### config.mk
export PLATFORM = sky130hd
export DESIGN_NAME = shreg_jk
export DESIGN_NICKNAME = d
export VERILOG_FILES = /design/src/rtl/shreg_pkg.sv /design/src/rtl/jk_entry_stage.sv /design/src/rtl/shift_cell.sv /design/src/rtl/shreg_jk.sv
export SDC_FILE = /design/constraint.sdc
export NUM_CORES = 1
export LEC_CHECK = 0
export ABC_CLOCK_PERIOD_IN_PS = 1700
export BUFFER_PORTS_ARGS = -buffer_cell sky130_fd_sc_hd__buf_2
export CORE_AREA = 2 2 39 41
export CTS_CLUSTER_DIAMETER = 100
export DETAILED_ROUTE_END_ITERATION = 6
export DIE_AREA = 0 0 41 43
export PLACE_DENSITY = 0.36
export SETUP_SLACK_MARGIN = 0.4
export SYNTH_ARGS = -nofsm -noshare
export SYNTH_HDL_FRONTEND = slang
export SYNTH_HIERARCHICAL = 1
export SYNTH_SLANG_ARGS = --single-unit
### constraint.sdc
create_clock -name clk -period 1.7 [get_ports clk]
set_input_delay 0.255 -clock clk [delete_from_list [all_inputs] [get_ports clk]]
set_output_delay 0.255 -clock clk [all_outputs]
set_load 0.02 [all_outputs]
### src/rtl/shreg_pkg.sv
package shreg_pkg;

  // First-stage operation selected by {J, K_effective}
  typedef enum logic [1:0] {
    JK_HOLD = 2'b00,
    JK_CLR  = 2'b01,
    JK_SET  = 2'b10,
    JK_TOG  = 2'b11
  } jk_op_e;

  function automatic logic jk_next(input logic cur, input jk_op_e op);
    logic nxt;
    case (op)
      JK_HOLD: nxt = cur;
      JK_CLR:  nxt = 1'b0;
      JK_SET:  nxt = 1'b1;
      default: nxt = ~cur;
    endcase
    return nxt;
  endfunction

endpackage

### src/rtl/jk_entry_stage.sv
module jk_entry_stage
  import shreg_pkg::*;
#(
  parameter bit K_ACTIVE_LOW = 1'b0
) (
  input  logic clk,
  input  logic clr_n,
  input  logic shift_en,
  input  logic j_in,
  input  logic k_in,
  input  logic par_bit,
  output logic q_out
);

  logic   k_eff;
  jk_op_e op;

  generate
    if (K_ACTIVE_LOW) begin : g_k_low
      assign k_eff = ~k_in;
    end else begin : g_k_high
      assign k_eff = k_in;
    end
  endgenerate

  assign op = jk_op_e'({j_in, k_eff});

  always_ff @(posedge clk or negedge clr_n) begin
    if (!clr_n)        q_out <= 1'b0;
    else if (!shift_en) q_out <= par_bit;
    else               q_out <= jk_next(q_out, op);
  end

  // first-stage J/K behaviour during a shift
  a_r6_hold: assert property (@(posedge clk) disable iff (!clr_n)
    (shift_en && !j_in && !k_eff) |=> $stable(q_out));
  a_r6_set: assert property (@(posedge clk) disable iff (!clr_n)
    (shift_en && j_in && !k_eff) |=> q_out);
  a_r6_clr: assert property (@(posedge clk) disable iff (!clr_n)
    (shift_en && !j_in && k_eff) |=> !q_out);
  a_r6_tog: assert property (@(posedge clk) disable iff (!clr_n)
    (shift_en && j_in && k_eff) |=> (q_out != $past(q_out)));
  // load ignores J/K
  a_r4_load_first: assert property (@(posedge clk) disable iff (!clr_n)
    !shift_en |=> (q_out == $past(par_bit)));

endmodule

### src/rtl/shift_cell.sv
module shift_cell (
  input  logic clk,
  input  logic clr_n,
  input  logic shift_en,
  input  logic prev_bit,
  input  logic par_bit,
  output logic q_out
);

  always_ff @(posedge clk or negedge clr_n) begin
    if (!clr_n)   q_out <= 1'b0;
    else if (shift_en) q_out <= prev_bit;
    else          q_out <= par_bit;
  end

  // shift takes the neighbour's previous value
  a_r5_cell_shift: assert property (@(posedge clk) disable iff (!clr_n)
    shift_en |=> (q_out == $past(prev_bit)));

endmodule

### src/rtl/shreg_jk.sv
module shreg_jk #(
  parameter int unsigned WIDTH        = 4,
  parameter bit          K_ACTIVE_LOW = 1'b0
) (
  input  logic             clk,
  input  logic             clr_n,
  input  logic             shift_en,
  input  logic [WIDTH-1:0] par_d,
  input  logic             j_in,
  input  logic             k_in,
  output logic [WIDTH-1:0] q,
  output logic             q_last_n
);

  localparam int unsigned LAST = WIDTH - 1;

  jk_entry_stage #(.K_ACTIVE_LOW(K_ACTIVE_LOW)) u_head (
    .clk      (clk),
    .clr_n    (clr_n),
    .shift_en (shift_en),
    .j_in     (j_in),
    .k_in     (k_in),
    .par_bit  (par_d[0]),
    .q_out    (q[0])
  );

  generate
    for (genvar i = 1; i < WIDTH; i++) begin : g_cell
      shift_cell u_cell (
        .clk      (clk),
        .clr_n    (clr_n),
        .shift_en (shift_en),
        .prev_bit (q[i-1]),
        .par_bit  (par_d[i]),
        .q_out    (q[i])
      );
    end
  endgenerate

  assign q_last_n = ~q[LAST];

  // clear holds the whole register at zero
  a_r1_clear_zero: assert property (@(posedge clk)
    !clr_n |-> (q == '0));
  // parallel load captures the word
  a_r3_load_word: assert property (@(posedge clk) disable iff (!clr_n)
    !shift_en |=> (q == $past(par_d)));
  // whole-register shift toward the last stage
  a_r5_shift_word: assert property (@(posedge clk) disable iff (!clr_n)
    shift_en |=> (q[LAST:1] == $past(q[LAST-1:0])));

endmodule

==> results.toml, run 1 <==
[synth]
synth_area_leaders = "dfrtp_1, mux2_4, ha_1"
synth_cells = 18
syn_area_per_cell_um2 = 11.7
synth_largest_area_cell = "dfrtp_1"
async_reset_ff_share_pct = 100
synth_cell_type_count = 8
synthMostInstantiatedCell = "inv_1"
synth_area_um2 = 211
synthTopCellsByCount = "inv_1, dfrtp_1, mux2_4, ha_1"
syn_nets = 29
ys.warnings.count = 6
yosys_most_used_dff = "dfrtp_1"
yosys.area.top_type_share_pct = 47.3
ys_seq_elements = 4
yosysSeqAreaShare_pct = 47.3
synth_edf_count = 0

[clock_network]
post_cts_buffers = 0
numCtsBuffers = 3
cts.sinks = 4
cts.htree.levels = 1
clkTransAtPathRegs_ns = 0.04
clk-insertion-delay-late_ns = 0.23
clockRootBuffer = "clkbuf_4"
clockBufferDepth = 2
cts_tree = "built"

[global_route]
grt_pass1_wl_um = 738
grt_start_max_net_pins = 6
grt_pass1_vias = 178
antenna_found_initial = 0
grt-ovfl-total = 0
track_usage_pct = 7.14

[hold_path]
hp-class = "in2reg"

[routing]
wire_per_inst_um = 9.35
initialDrtViolationCount = 0
drc = 0
vias_per_cell = 3.51
drt_first_pass_iters = 1
ant_nets = 0
routed_wl_um = 477
vias = 179

[floorplan]
initial_core_util_pct = 15.3
dieArea_um2 = 1760
coreArea_um2 = 1380
fp.dieW_um = 41
fp.dieH_um = 43
rows = 14
io_pins = 14

[sta]
tightest_slew_ns = 0.204
period_share_pct = 62.2
holdWs_ns = 0.252
final_max_slew_viol_count = 0
rsz0062_at_grt = "no"
finalClockSkew_ns = 0.00231
setup_viol = 0
max_freq_ghz = 0.945
slew_headroom_pct = 86.3
fin_ws_ns = 0.642
hold_viol_final = 0
finalSetupTns_ns = 0
period_needed_ns = 1.06

[worst_setup_path]
worstPathMaxFanout = 4
crit_family = "flip-flops"
critical_path_required_ns = 1.44
worstSetupPathType = "reg2out"
end_kind = "output pin"
cpMaxStageDelayCell = "dfrtp_1"
path_cells = "buf_2"
cp_slowest_stage_delay_ns = 0.40
critPathArrivalTime_ns = 0.80
path_buf_inv = 1
startpoint_type = "flip-flop"

[job]
cap_violations = 0

[pwr]
irDropWorstVdd_v = 0.000164
p_total_mw = 0.297
p_leak_nw = 0.187
powerDensity_nw_per_um2 = 901

[placement]
place_hpwl_um = 397
port_buffers = 13
routabilityCongestion = 0.557
pre_cts_slack_ns = 0.500

[layout]
drive_gt1_share_pct = 54.3
synthToLayoutAreaGrowth_pct = 55.6
layout.nets = 48
diodes = 0

[run_status]
outcome = "finished, final reports clean"
==> kinds of logic after synthesis <==
kind of cell	Yosys count	share of synthesized area, %
simple gates	1	1.77
buf+inv	5	8.88
mux	3	21.3
compound gates	3	8.88
fa+ha+maj	2	11.8
flops	4	47.3
==> placed cells by master (no fill, tap or decap) <==
master / instances
a211oi_1: 1
buf_2: 13
clkbuf_4: 3
dfrtp_1: 4
dlygate4sd3_1: 1
ha_1: 2
inv_1: 5
mux2_4: 3
nor2_1: 1
o21ai_0: 1
o22ai_1: 1
==> per-stage QoR <==
stage	std cells	cell area, um^2	utilization (%)
global placement	47	297	21.4
floorplan	18	211	-
global route	51	329	23.8
finish	51	329	23.8
CTS	51	329	23.8
detailed placement	47	297	21.4
==> path summary, 6_finish.rpt <==
check | from | to | slack, ns | depth (start not counted)
max | u_head/q_out$_DFFE_PN0P_ | q[0] | 0.64 | 1
min | par_d[1] | g_cell[1].u_cell/q_out$_DFF_PN0_ | 0.25 | 2
max reg2reg | u_head/q_out$_DFFE_PN0P_ | u_head/q_out$_DFFE_PN0P_ | 0.83 | 3
min reg2reg | g_cell[2].u_cell/q_out$_DFF_PN0_ | g_cell[3].u_cell/q_out$_DFF_PN0_ | 0.50 | 1
max in group asynchronous | clr_n | g_cell[2].u_cell/q_out$_DFF_PN0_ | 1.22 | 2
min in group asynchronous | clr_n | g_cell[1].u_cell/q_out$_DFF_PN0_ | 0.36 | 2
==> state kept, by name, summed over array words and instances (netlist names) <==
| register | count |
|---|---|
| g_cell.u_cell/q_out | 3 |
| u_head/q_out | 1 |
==> power by group <==
group	internal (mW)	switching (mW)
combinational	0.0333	0.0359
sequential	0.106	0.00608
clock	0.0788	0.0366
==> metal layers <==
metal / global-route usage (%) / vias to the layer above / part of all wire [%]
met2: 9.38 / 14 / 43
li1: - / 92 / -
met5: 0 / - / 0
met1: 7.42 / 71 / 41
met3: 1.57 / 2 / 14
met4: 10.0 / 0 / 2.5
==> layout make-up <==
type / count / area, um^2
clock buffer: 3 / 22.5
timing repair buffer: 14 / 75.1
tap: 16 / 20.0
sequential: 4 / 100
inverter: 5 / 18.8
fill: 151 / 1050
multi-input combinational: 9 / 92.6
==> timing repair <==
item                                   in CTS  in global routing
resized for setup                           0                  0
endpoints found under the hold margin       4                  0
hold buffers                                1                  0
Power figures use the tool's default switching activity.
==> run 2, diff against run 1 <==
--- a/config.mk
+++ b/config.mk
@@ -5,13 +5,14 @@
 export SDC_FILE = /design/constraint.sdc
 export NUM_CORES = 1
 export LEC_CHECK = 0
-export ABC_CLOCK_PERIOD_IN_PS = 1700
+export ABC_AREA = 1
+export ABC_CLOCK_PERIOD_IN_PS = 1000
 export BUFFER_PORTS_ARGS = -buffer_cell sky130_fd_sc_hd__buf_2
 export CORE_AREA = 2 2 39 41
 export CTS_CLUSTER_DIAMETER = 100
 export DETAILED_ROUTE_END_ITERATION = 6
 export DIE_AREA = 0 0 41 43
-export PLACE_DENSITY = 0.36
+export PLACE_DENSITY = 0.38
 export SETUP_SLACK_MARGIN = 0.4
 export SYNTH_ARGS = -nofsm -noshare
 export SYNTH_HDL_FRONTEND = slang
==> constraint.sdc (replaced) <==
create_clock -name clk -period 1 [get_ports clk]
set_input_delay 0.15 -clock clk [delete_from_list [all_inputs] [get_ports clk]]
set_output_delay 0.15 -clock clk [all_outputs]
set_load 0.02 [all_outputs]
==> run 2 against run 1 <==
Against the previous run:
- first-iteration DRC count up 2
- synthesized cell count up 83%
- utilization up 7.8 points
- sequential cell count unchanged
- worst setup slack got worse by 0.60 ns
- clock skew up 0.0024 ns
- clock power is 71% higher
- sequential power increased by 77%
- power up 92%
- critical endpoint is now q_last_n
- largest power group is now registers
==> results.toml, run 2 <==
[synth]
synth_area_um2 = 230
syn_nets = 44
ys_seq_elements = 4
synth_largest_area_cell = "dfrtp_1"
yosys.area.top_type_share_pct = 43.5
synth_cells = 33
synthTopCellsByCount = "nand2_1, inv_1, dfrtp_1, ha_1"
syn_area_per_cell_um2 = 6.98
yosysSeqAreaShare_pct = 43.5
synth_cell_type_count = 7
ys.warnings.count = 6
synthMostInstantiatedCell = "nand2_1"
synth_edf_count = 0
async_reset_ff_share_pct = 100
synth_area_leaders = "dfrtp_1, nand2_1, inv_1"
yosys_most_used_dff = "dfrtp_1"

[worst_setup_path]
crit_family = "flip-flops"
startpoint_type = "flip-flop"
critPathArrivalTime_ns = 0.81
cp_slowest_stage_delay_ns = 0.42
critical_path_required_ns = 0.85
r2r_slack_ns = 0.17
crit_path_start = "g_cell[3].u_cell/q_out$_DFF_PN0_"
path_cells = "inv_4 > buf_6"
end_kind = "output pin"
worstPathMaxFanout = 2
path_buf_inv = 2
r2r_start = "u_head/q_out$_DFFE_PN0P_"
worstSetupPathType = "reg2out"
cpMaxStageDelayCell = "dfrtp_2"

[layout]
layout.nets = 65
top_regs = "g_cell.u_cell/q_out x3, u_head/q_out x1"
post-route-util_pct = 31.6
drive_gt1_share_pct = 59.6
synthToLayoutAreaGrowth_pct = 89.7
largest_reg_flops = 3
diodes = 0
regMostFlops = "g_cell.u_cell/q_out"
layout_common_cells = "nand2_1, buf_2, inv_1, buf_6, nand2_2"
layout_commonest_cell = "nand2_1"

[hold_path]
hp-class = "in2reg"
worstHoldStart = "par_d[1]"

[sta]
finalClockSkew_ns = 0.00469
slew_headroom_pct = 88.0
final_max_slew_viol_count = 0
rsz0062_at_grt = "yes"
setup_viol = 0
finalSetupTns_ns = 0
holdWs_ns = 0.126
period_share_pct = 95.7
hold_viol_final = 0
tightest_slew_ns = 0.180
max_freq_ghz = 1.04
period_needed_ns = 0.957

[routing]
vias = 244
vias_per_cell = 3.59
wire_per_inst_um = 7.91
initialDrtViolationCount = 2
ant_nets = 0
drt_first_pass_iters = 4
routed_wl_um = 538
drc = 0

[pwr]
p_total_mw = 0.568
p_sw_share_pct = 28.2
powerDensity_nw_per_um2 = 1300
intPower_mw = 0.408
seqPwrFrac_pct = 34.9
clock_power_share_pct = 34.6
share_comb_of_total_power_pct = 30.4
power_switching_mw = 0.160
p_leak_nw = 0.244
irDropWorstVdd_v = 0.000443

[clock_network]
cts.sinks = 4
clk-insertion-delay-late_ns = 0.23
numCtsBuffers = 3
clkTransAtPathRegs_ns = 0.04
cts_tree = "built"
clockRootBuffer = "clkbuf_4"
clockBufferDepth = 2
cts.htree.levels = 1

[job]
cap_violations = 0

[floorplan]
fp.dieH_um = 43
dieArea_um2 = 1760
io_pins = 14
initial_core_util_pct = 16.6
fp.dieW_um = 41
rows = 14
coreArea_um2 = 1380

[placement]
routabilityCongestion = 0.597
port_buffers = 13

[run_status]
outcome = "finished, final reports clean"

[global_route]
grt-ovfl-total = 0
grt_start_max_net_pins = 10
grt_pass1_wl_um = 807
antenna_found_initial = 0
grt_pass1_vias = 193
track_usage_pct = 7.24
[run 2: worst paths after layout]
| path | to | cells after the start |
|---|---|---|
| min | g_cell[1].u_cell/q_out$_DFF_PN0_ | 3 |
| max reg2reg | u_head/q_out$_DFFE_PN0P_ | 5 |
| min in group asynchronous | g_cell[3].u_cell/q_out$_DFF_PN0_ | 2 |
| min reg2reg | g_cell[2].u_cell/q_out$_DFF_PN0_ | 2 |
| max | q_last_n | 2 |
| max in group asynchronous | g_cell[1].u_cell/q_out$_DFF_PN0_ | 2 |
[run 2: what timing repair did]
action / in CTS / in global routing
endpoints found under the setup margin: 8 / 9
endpoints found under the hold margin: 4 / 0
setup buffers: 2 / 0
hold buffers: 1 / 0
resized for setup: 14 / 4
pin swaps: 2 / 2
[run 2: layout make-up]
type,instances,area [um^2]
fill,144,947
clock buffer,3,22.5
sequential,4,105
tap,16,20.0
timing repair buffer,16,129
inverter,9,36.3
multi-input combinational,20,124
[run 2: cell families (layout without fill, tap and decap cells)]
group,count (synthesis),after routing,synth area share (%)
buffers and inverters,9,28,14.7
adder cells (fa/ha/maj),2,2,10.9
AND/OR/NAND/NOR,18,18,31.0
flip-flops,4,4,43.5
[run 2: power by group through the flow]
stage	Clock, mW	Combinational [mW]	Sequential [mW]
2_1_floorplan	0	0.0467	0.217
3_3_place_gp	0	0.116	0.197
3_5_place_dp	0	0.117	0.197
4_1_cts	0.206	0.169	0.198
5_1_grt	0.215	0.194	0.201
6_report	0.197	0.173	0.198
[run 2: per-layer routing]
metal  vias to the layer above  part of all wire (%)  track usage [%]
met5                         -                     0                0
met4                         0                     0             6.00
met3                         0                   9.7             5.24
met2                         9                    46             9.06
met1                       105                    44             7.74
li1                        130                     -                -
[run 2: per-stage QoR]
step,setup slack (ns),area [um^2],instances
3_5_place_dp,0.155,335,62
2_1_floorplan,0.246,250,33
6_report,0.0427,437,68
5_1_grt,0.0142,437,68
3_3_place_gp,0.151,335,62
4_1_cts,0.0291,427,68
[run 2: worst register-to-register path: cells and delay by family, from the launching register on]
family,cells,cell delay (ns)
and+or+nand+nor,4,0.18
buffers and inverters,1,0.13
DFF,1,0.41
